## src/rtl/i2c_tgt_pkg.sv

```systemverilog
package i2c_tgt_pkg;

  typedef enum logic [3:0] {
    ST_IDLE, ST_ADDR, ST_ADDR_ACK, ST_CMD, ST_CMD_ACK, ST_WDATA,
    ST_WDATA_ACK, ST_RDATA, ST_RACK, ST_IGNORE, ST_RELEASE, ST_SLEEP
  } tgtState_e;

  // strobes from control to datapath
  typedef struct packed {
    logic rxShift;
    logic bitClr;
    logic ptrLoad;
    logic memWrite;
    logic ptrInc;
    logic txLoad;
    logic txShift;
  } dpStrobe_t;

endpackage

```

## src/rtl/i2c_tgt_datapath.sv

```systemverilog
module i2c_tgt_datapath
  import i2c_tgt_pkg::*;
#(
  parameter int ADDR_W  = 7,
  parameter int TIMEOUT = 100_000_000
) (
  input  logic      clk,
  input  logic      rst,
  input  logic      sclIn,
  input  logic      sdaIn,
  input  dpStrobe_t stb,
  output logic      sclNow,
  output logic      sdaNow,
  output logic      sclRise,
  output logic      sclFall,
  output logic      startSeen,
  output logic      stopSeen,
  output logic      stuckTimeout,
  output logic [7:0] rxByte,
  output logic [3:0] bitCnt,
  output logic      txBit
);
  localparam int DEPTH = 1 << ADDR_W;
  localparam int CNT_W = $clog2(TIMEOUT + 1);

  logic [1:0] sclSync, sdaSync;
  logic       sclPrev, sdaPrev;
  logic [CNT_W-1:0] idleCnt;
  logic [7:0] rxReg, txReg;
  logic [ADDR_W-1:0] ptr;
  logic [7:0] regs [DEPTH];

  always_ff @(posedge clk or posedge rst) begin
    if (rst) begin
      sclSync <= 2'b11;
      sdaSync <= 2'b11;
      sclPrev <= 1'b1;
      sdaPrev <= 1'b1;
    end else begin
      sclSync <= {sclSync[0], sclIn};
      sdaSync <= {sdaSync[0], sdaIn};
      sclPrev <= sclSync[1];
      sdaPrev <= sdaSync[1];
    end
  end

  assign sclNow    = sclSync[1];
  assign sdaNow    = sdaSync[1];
  assign sclRise   = sclNow & ~sclPrev;
  assign sclFall   = ~sclNow & sclPrev;
  assign startSeen = sclNow & sclPrev & sdaPrev & ~sdaNow;
  assign stopSeen  = sclNow & sclPrev & ~sdaPrev & sdaNow;

  // bus activity watchdog: any SCL edge or an idle bus restarts it
  logic busQuiet;
  assign busQuiet = ~(sclRise | sclFall | (sclNow & sdaNow));

  always_ff @(posedge clk or posedge rst) begin
    if (rst) idleCnt <= '0;
    else if (!busQuiet) idleCnt <= '0;
    else if (idleCnt != CNT_W'(TIMEOUT)) idleCnt <= idleCnt + 1'b1;
  end

  assign stuckTimeout = busQuiet && (idleCnt == CNT_W'(TIMEOUT - 1));

  always_ff @(posedge clk or posedge rst) begin
    if (rst) begin
      rxReg  <= '0;
      txReg  <= '0;
      ptr    <= '0;
      bitCnt <= '0;
    end else begin
      if (stb.rxShift) rxReg <= {rxReg[6:0], sdaNow};
      if (stb.bitClr) bitCnt <= '0;
      else if (stb.rxShift || stb.txShift) bitCnt <= bitCnt + 1'b1;
      if (stb.ptrLoad) ptr <= rxReg[ADDR_W-1:0];
      else if (stb.ptrInc) ptr <= ptr + 1'b1;
      if (stb.txLoad) txReg <= regs[ptr];
      else if (stb.txShift) txReg <= {txReg[6:0], 1'b0};
    end
  end

  always_ff @(posedge clk) begin
    if (stb.memWrite) regs[ptr] <= rxReg;
  end

  assign rxByte = rxReg;
  assign txBit  = txReg[7];
endmodule

```

## src/rtl/i2c_tgt_ctrl.sv

```systemverilog
module i2c_tgt_ctrl
  import i2c_tgt_pkg::*;
#(
  parameter logic [6:0] TGT_ADDR = 7'h55
) (
  input  logic       clk,
  input  logic       rst,
  input  logic       sclNow,
  input  logic       sdaNow,
  input  logic       sclRise,
  input  logic       sclFall,
  input  logic       startSeen,
  input  logic       stopSeen,
  input  logic       stuckTimeout,
  input  logic [7:0] rxByte,
  input  logic [3:0] bitCnt,
  input  logic       txBit,
  input  logic       updBusy,
  output dpStrobe_t  stb,
  output logic       sdaDriveLow,
  output logic       sclDriveLow,
  output logic       asleep
);
  tgtState_e state, nxt;
  logic [2:0] relCnt;
  logic       stretch;
  logic       busHigh, byteFull, addressed;

  assign busHigh   = sclNow & sdaNow;
  assign byteFull  = (bitCnt == 4'd8);
  assign addressed = state inside {ST_ADDR_ACK, ST_CMD, ST_CMD_ACK, ST_WDATA,
                                   ST_WDATA_ACK, ST_RDATA, ST_RACK};

  always_comb begin
    nxt = state;
    stb = '0;
    case (state)
      ST_IDLE: ;
      ST_ADDR: begin
        stb.rxShift = sclRise;
        if (sclFall && byteFull) begin
          stb.bitClr = 1'b1;
          nxt = (rxByte[7:1] == TGT_ADDR) ? ST_ADDR_ACK : ST_IGNORE;
        end
      end
      ST_ADDR_ACK: if (sclFall) begin
        stb.bitClr = 1'b1;
        if (rxByte[0]) begin
          nxt = ST_RDATA;
          stb.txLoad = 1'b1;
        end else nxt = ST_CMD;
      end
      ST_CMD: begin
        stb.rxShift = sclRise;
        if (sclFall && byteFull) begin
          stb.ptrLoad = 1'b1;
          stb.bitClr  = 1'b1;
          nxt = ST_CMD_ACK;
        end
      end
      ST_CMD_ACK, ST_WDATA_ACK: if (sclFall) begin
        stb.bitClr = 1'b1;
        nxt = ST_WDATA;
      end
      ST_WDATA: begin
        stb.rxShift = sclRise;
        if (sclFall && byteFull) begin
          stb.memWrite = 1'b1;
          stb.ptrInc   = 1'b1;
          stb.bitClr   = 1'b1;
          nxt = ST_WDATA_ACK;
        end
      end
      ST_RDATA: if (sclFall) begin
        if (bitCnt == 4'd7) begin
          stb.ptrInc = 1'b1;
          stb.bitClr = 1'b1;
          nxt = ST_RACK;
        end else stb.txShift = 1'b1;
      end
      ST_RACK: begin
        if (sclRise && sdaNow) nxt = ST_IGNORE;
        else if (sclFall) begin
          stb.txLoad = 1'b1;
          stb.bitClr = 1'b1;
          nxt = ST_RDATA;
        end
      end
      ST_IGNORE: ;
      ST_RELEASE: if (relCnt == 3'd7) nxt = busHigh ? ST_IDLE : ST_SLEEP;
      ST_SLEEP: if (busHigh) nxt = ST_IDLE;
      default: nxt = ST_IDLE;
    endcase
    if (state != ST_RELEASE && state != ST_SLEEP) begin
      if (stuckTimeout) begin
        nxt = ST_RELEASE;
        stb = '0;
      end else if (startSeen) begin
        nxt = ST_ADDR;
        stb = '0;
        stb.bitClr = 1'b1;
      end else if (stopSeen) begin
        nxt = ST_IDLE;
        stb = '0;
      end
    end
  end

  always_ff @(posedge clk or posedge rst) begin
    if (rst) begin
      state   <= ST_IDLE;
      relCnt  <= '0;
      stretch <= 1'b0;
    end else begin
      state  <= nxt;
      relCnt <= (state == ST_RELEASE) ? relCnt + 1'b1 : 3'd0;
      if (!updBusy || nxt == ST_RELEASE || !addressed) stretch <= 1'b0;
      else if (sclFall) stretch <= 1'b1;
    end
  end

  assign sdaDriveLow = (state inside {ST_ADDR_ACK, ST_CMD_ACK, ST_WDATA_ACK}) ||
                       (state == ST_RDATA && !txBit);
  assign sclDriveLow = stretch;
  assign asleep      = (state == ST_SLEEP);
endmodule

```

## src/rtl/i2c_tgt.sv

```systemverilog
module i2c_tgt
  import i2c_tgt_pkg::*;
#(
  parameter logic [6:0] TGT_ADDR = 7'h55,
  parameter int         ADDR_W   = 7,
  parameter int         TIMEOUT  = 100_000_000
) (
  input  logic clk,
  input  logic rst,
  input  logic sclIn,
  input  logic sdaIn,
  input  logic updBusy,
  output logic sclDriveLow,
  output logic sdaDriveLow,
  output logic asleep
);
  dpStrobe_t  stb;
  logic       sclNow, sdaNow, sclRise, sclFall, startSeen, stopSeen, stuckTimeout, txBit;
  logic [7:0] rxByte;
  logic [3:0] bitCnt;

  i2c_tgt_datapath #(.ADDR_W(ADDR_W), .TIMEOUT(TIMEOUT)) uDp (
    .clk(clk), .rst(rst), .sclIn(sclIn), .sdaIn(sdaIn), .stb(stb),
    .sclNow(sclNow), .sdaNow(sdaNow), .sclRise(sclRise), .sclFall(sclFall),
    .startSeen(startSeen), .stopSeen(stopSeen), .stuckTimeout(stuckTimeout),
    .rxByte(rxByte), .bitCnt(bitCnt), .txBit(txBit)
  );

  i2c_tgt_ctrl #(.TGT_ADDR(TGT_ADDR)) uCtrl (
    .clk(clk), .rst(rst), .sclNow(sclNow), .sdaNow(sdaNow), .sclRise(sclRise),
    .sclFall(sclFall), .startSeen(startSeen), .stopSeen(stopSeen),
    .stuckTimeout(stuckTimeout), .rxByte(rxByte), .bitCnt(bitCnt), .txBit(txBit),
    .updBusy(updBusy), .stb(stb), .sdaDriveLow(sdaDriveLow),
    .sclDriveLow(sclDriveLow), .asleep(asleep)
  );
endmodule

```

## config.mk

```make
export PLATFORM = sky130hd
export DESIGN_NAME = i2c_tgt
export DESIGN_NICKNAME = d
export VERILOG_FILES = /design/src/rtl/i2c_tgt_pkg.sv /design/src/rtl/i2c_tgt_datapath.sv /design/src/rtl/i2c_tgt_ctrl.sv /design/src/rtl/i2c_tgt.sv
export SDC_FILE = /design/constraint.sdc
export NUM_CORES = 1
export LEC_CHECK = 0
export BUFFER_PORTS_ARGS = -buffer_cell sky130_fd_sc_hd__buf_2
export CAP_MARGIN = 20
export CELL_PAD_IN_SITES_DETAIL_PLACEMENT = 0
export CELL_PAD_IN_SITES_GLOBAL_PLACEMENT = 1
export CORE_ASPECT_RATIO = 1.5
export CORE_MARGIN = 2
export CORE_UTILIZATION = 35
export CTS_BUF_LIST = sky130_fd_sc_hd__clkbuf_8
export DETAILED_ROUTE_END_ITERATION = 7
export MAX_ROUTING_LAYER = met4
export PLACE_DENSITY_LB_ADDON = 0.12
export SYNTH_ARGS = -nofsm -noshare
export SYNTH_HDL_FRONTEND = slang
export SYNTH_HIERARCHICAL = 1
export SYNTH_SLANG_ARGS = --single-unit
export TNS_END_PERCENT = 1
```

## constraint.sdc

```tcl
create_clock -name clk -period 5 [get_ports clk]
set_input_delay 1 -clock clk [delete_from_list [all_inputs] [get_ports clk]]
set_output_delay 1 -clock clk [all_outputs]
set_load 0.005 [all_outputs]
```

==> metrics.txt <==
outcome finished, final reports clean; Crit path arrival time 4880 ps; Num CTS Buffers 168; GRT met1 Usage 27.28%; final wirelength 145.8 mm; Clk Latency, worst-skew pair 900 ps; slowest stage delay, CP 630 ps; Total GRT Usage between 20% and 30%; # DRC 0; DP Worst Slack around 650 ps; Worst path slowest cell nor2_1; HP Class primary input to flop; final instance area 49,700 um^2; first-pass GRT wire length 205.8 mm; CTS tree yes; required time of the worst setup path 5510 ps; Synth top cells by count edfxtp_1 (1,024), nor2_1 (206), mux4_2 (138); final setup fails 0; Clock Root Buffer clkbuf_8; Mean Syn Cell Area 17.44 um^2; routed len/inst 32.77 um; core outline area between 100,000 and 150,000 um^2; Post-synth EDFFs just over 1,000; maximum VDD drop 0.0005376 V; Final GP Congestion 0.8761; htree depth 4; Yosys cell types 93; Crit path max-delay family simple AND/OR/NAND/NOR gates; Post-Synth Simple-Gate Area 5.483%; top-count cell post-synth edfxtp_1; Post-Syn Area 43,950 um^2; DP Area 46,510 um^2; Vias 24,840; fmax 0.2289 GHz; Compound-Gate Fraction of Synth Area under 10%; max-slew violation count 0; GRT met3 Usage under 10%; Detail Placement HPWL between 90 and 100 mm; Seq cells post-synth 1,092; Synth area leaders edfxtp_1 (70%), mux4_2 (7.1%), dfrtp_1 (3.5%); Final Cycle Share ~87%; measured slew at the worst slew-check pin 1152 ps; largest net degree at the start of global routing 72; critical path buffer and inverter count 3; met2 usage between 40% and 50%; largest family of logic cells by synthesized area multiplexers; layout net count 2,713; standard-cell rows roughly 160; CTS Hold Bufs 1; final setup TNS 0 ps; Clk pin slew, worst setup/hold paths 70 ps; post-synthesis cell count 2,520; Worst Skew between 50 and 60 ps; fraction of layout cells with a size suffix above 1 a little under a quarter; vias per inst 5.582; unrepaired setup endpoints after global routing false; reported max-cap violation count 0; cell taking the most area after synthesis edfxtp_1; IO Count 8; share of flip-flops with an asynchronous set or reset 6.227%; YS warnings 6; P_leak 15.76 nW; initial antenna violation count 2; Clock Path Buffers 3; die area 128,500 um^2; Initial Util between 30% and 40%; Pre-antenna DRT Iters 5; Finished Core Util about two fifths; Post-CTS Resized 0; clock sink total roughly 1,100; Slew HR between 20% and 30%; Startpoint Class flop; cell count after placement 4,138; kind of critical path flop to flop; Critical Path Sink Type flop; Die Wd between 200 and 300 um; Power Total 20.44 mW; busiest grt layer met2; Synth Area in XOR/XNOR less than 1%; port bufs 7; area growth from synthesis to layout 13.08%; Synth Area in Adders 0.2562%; ANT nets after route 0; Die H 438.0 um; post-synth top area share between 60% and 70%; GRT overflow 0; Fin. Hold Viols 0; Final Worst Setup Slack 632.2 ps; non-filler cells, final 4,450; DRT iter0 DRCs around 2,500; register area share after synthesis 73.85%; worst hold slack roughly 210 ps; Mapped Nets 2,534; Power Dens Cells 411.3 nW/um^2; post-synthesis mux area share 10.87%; CP Cell Sequence inv_1 -> ha_1 -> nand2_1 -> nor4_1 -> nand3_1 -> nor3_1 -> buf_4 -> or3_1 -> nor4_2 -> nor2b_1 -> nand2_1 -> buf_4 -> nor2_1; ys flop type edfxtp_1; CP Max Fanout 9; vias in the first global route approximately 26,000; post-CTS setup buffers 0; fin crit period 4368 ps
[state kept, by name (all words and copies together), names as in the netlist]
signal and cells:
uDp/rxByte 8, uDp/txReg 8, uDp/sdaSync 2, uCtrl/sclDriveLow 1, uDp/sclSync 2, uCtrl/relCnt 3
uDp/sclPrev 1, uDp/ptr 7, uCtrl/state 4, uDp/idleCnt 27, uDp/sdaPrev 1, uDp/bitCnt 4
uDp/regs 1024
[worst register-to-register path, delay by kind of cell (launching register included)]
family	cells	cell delay, ps
buffers and inverters	3	480
flip-flops	1	620
AND/OR/NAND/NOR	9	2580
adder cells (fa/ha/maj)	1	310
[logic make-up after synthesis]
group           Yosys count
flops                  1092
buf+inv                 173
fa+ha+maj                 9
mux                     294
compound gates          409
simple gates            513
xor+xnor                 30
[power breakdown]
group	internal, mW	total [mW]	switching, mW
clock	3.58	7.19	3.61
combinational	0.243	1.51	1.27
sequential	11.1	11.7	0.596
total	15.0	20.4	5.47
[cells in the final DEF, fill, tap and decap left out, types with 44 or more instances in the layout]
master,n
a221oi_1,57
buf_4,147
mux4_2,138
a22oi_1,69
mux2_2,77
nand2_1,125
mux2i_1,69
nor2_1,206
o21ai_0,51
dfrtp_1,50
nand3_1,44
a21oi_1,57
inv_1,56
edfxtp_1,1024
clkbuf_8,171
clkinv_1,46
[metal layers]
layer  share of wire [%]  wire length (um)
met1                  38             55840
met2                  53             77030
met3                 4.9              7125
met4                 4.0              5843
met5                   0                 0
[final timing paths]
check | start | endpoint | slack (ps) | cells after the start
worst max-delay path | uDp/sclSync[1]$_DFF_PP1_ | uDp/regs[126][3]$_DFFE_PP_ | 630 | 13
worst min-delay path | sdaIn | uDp/sdaSync[0]$_DFF_PP1_ | 210 | 1
worst max register to register | uDp/sclSync[1]$_DFF_PP1_ | uDp/regs[126][3]$_DFFE_PP_ | 630 | 13
worst min register to register | uDp/sdaSync[0]$_DFF_PP1_ | uDp/sdaSync[1]$_DFF_PP1_ | 360 | 0
max in group asynchronous | rst | uDp/sclSync[0]$_DFF_PP1_ | 3200 | 4
min in group asynchronous | rst | uCtrl/state[2]$_DFF_PP0_ | 630 | 3
[area by class of cell]
type                       count  area (um^2)
sequential                  1092        32500
fill                       11430        75230
timing repair buffer         165         1349
tap                         1610         2014
clock buffer                 171         2354
clock inverter               138        819.5
multi-input combinational   1255        10600
antenna                        2        5.005
inverter                      17        65.06
No activity file was read; power rests on OpenSTA's default activity.
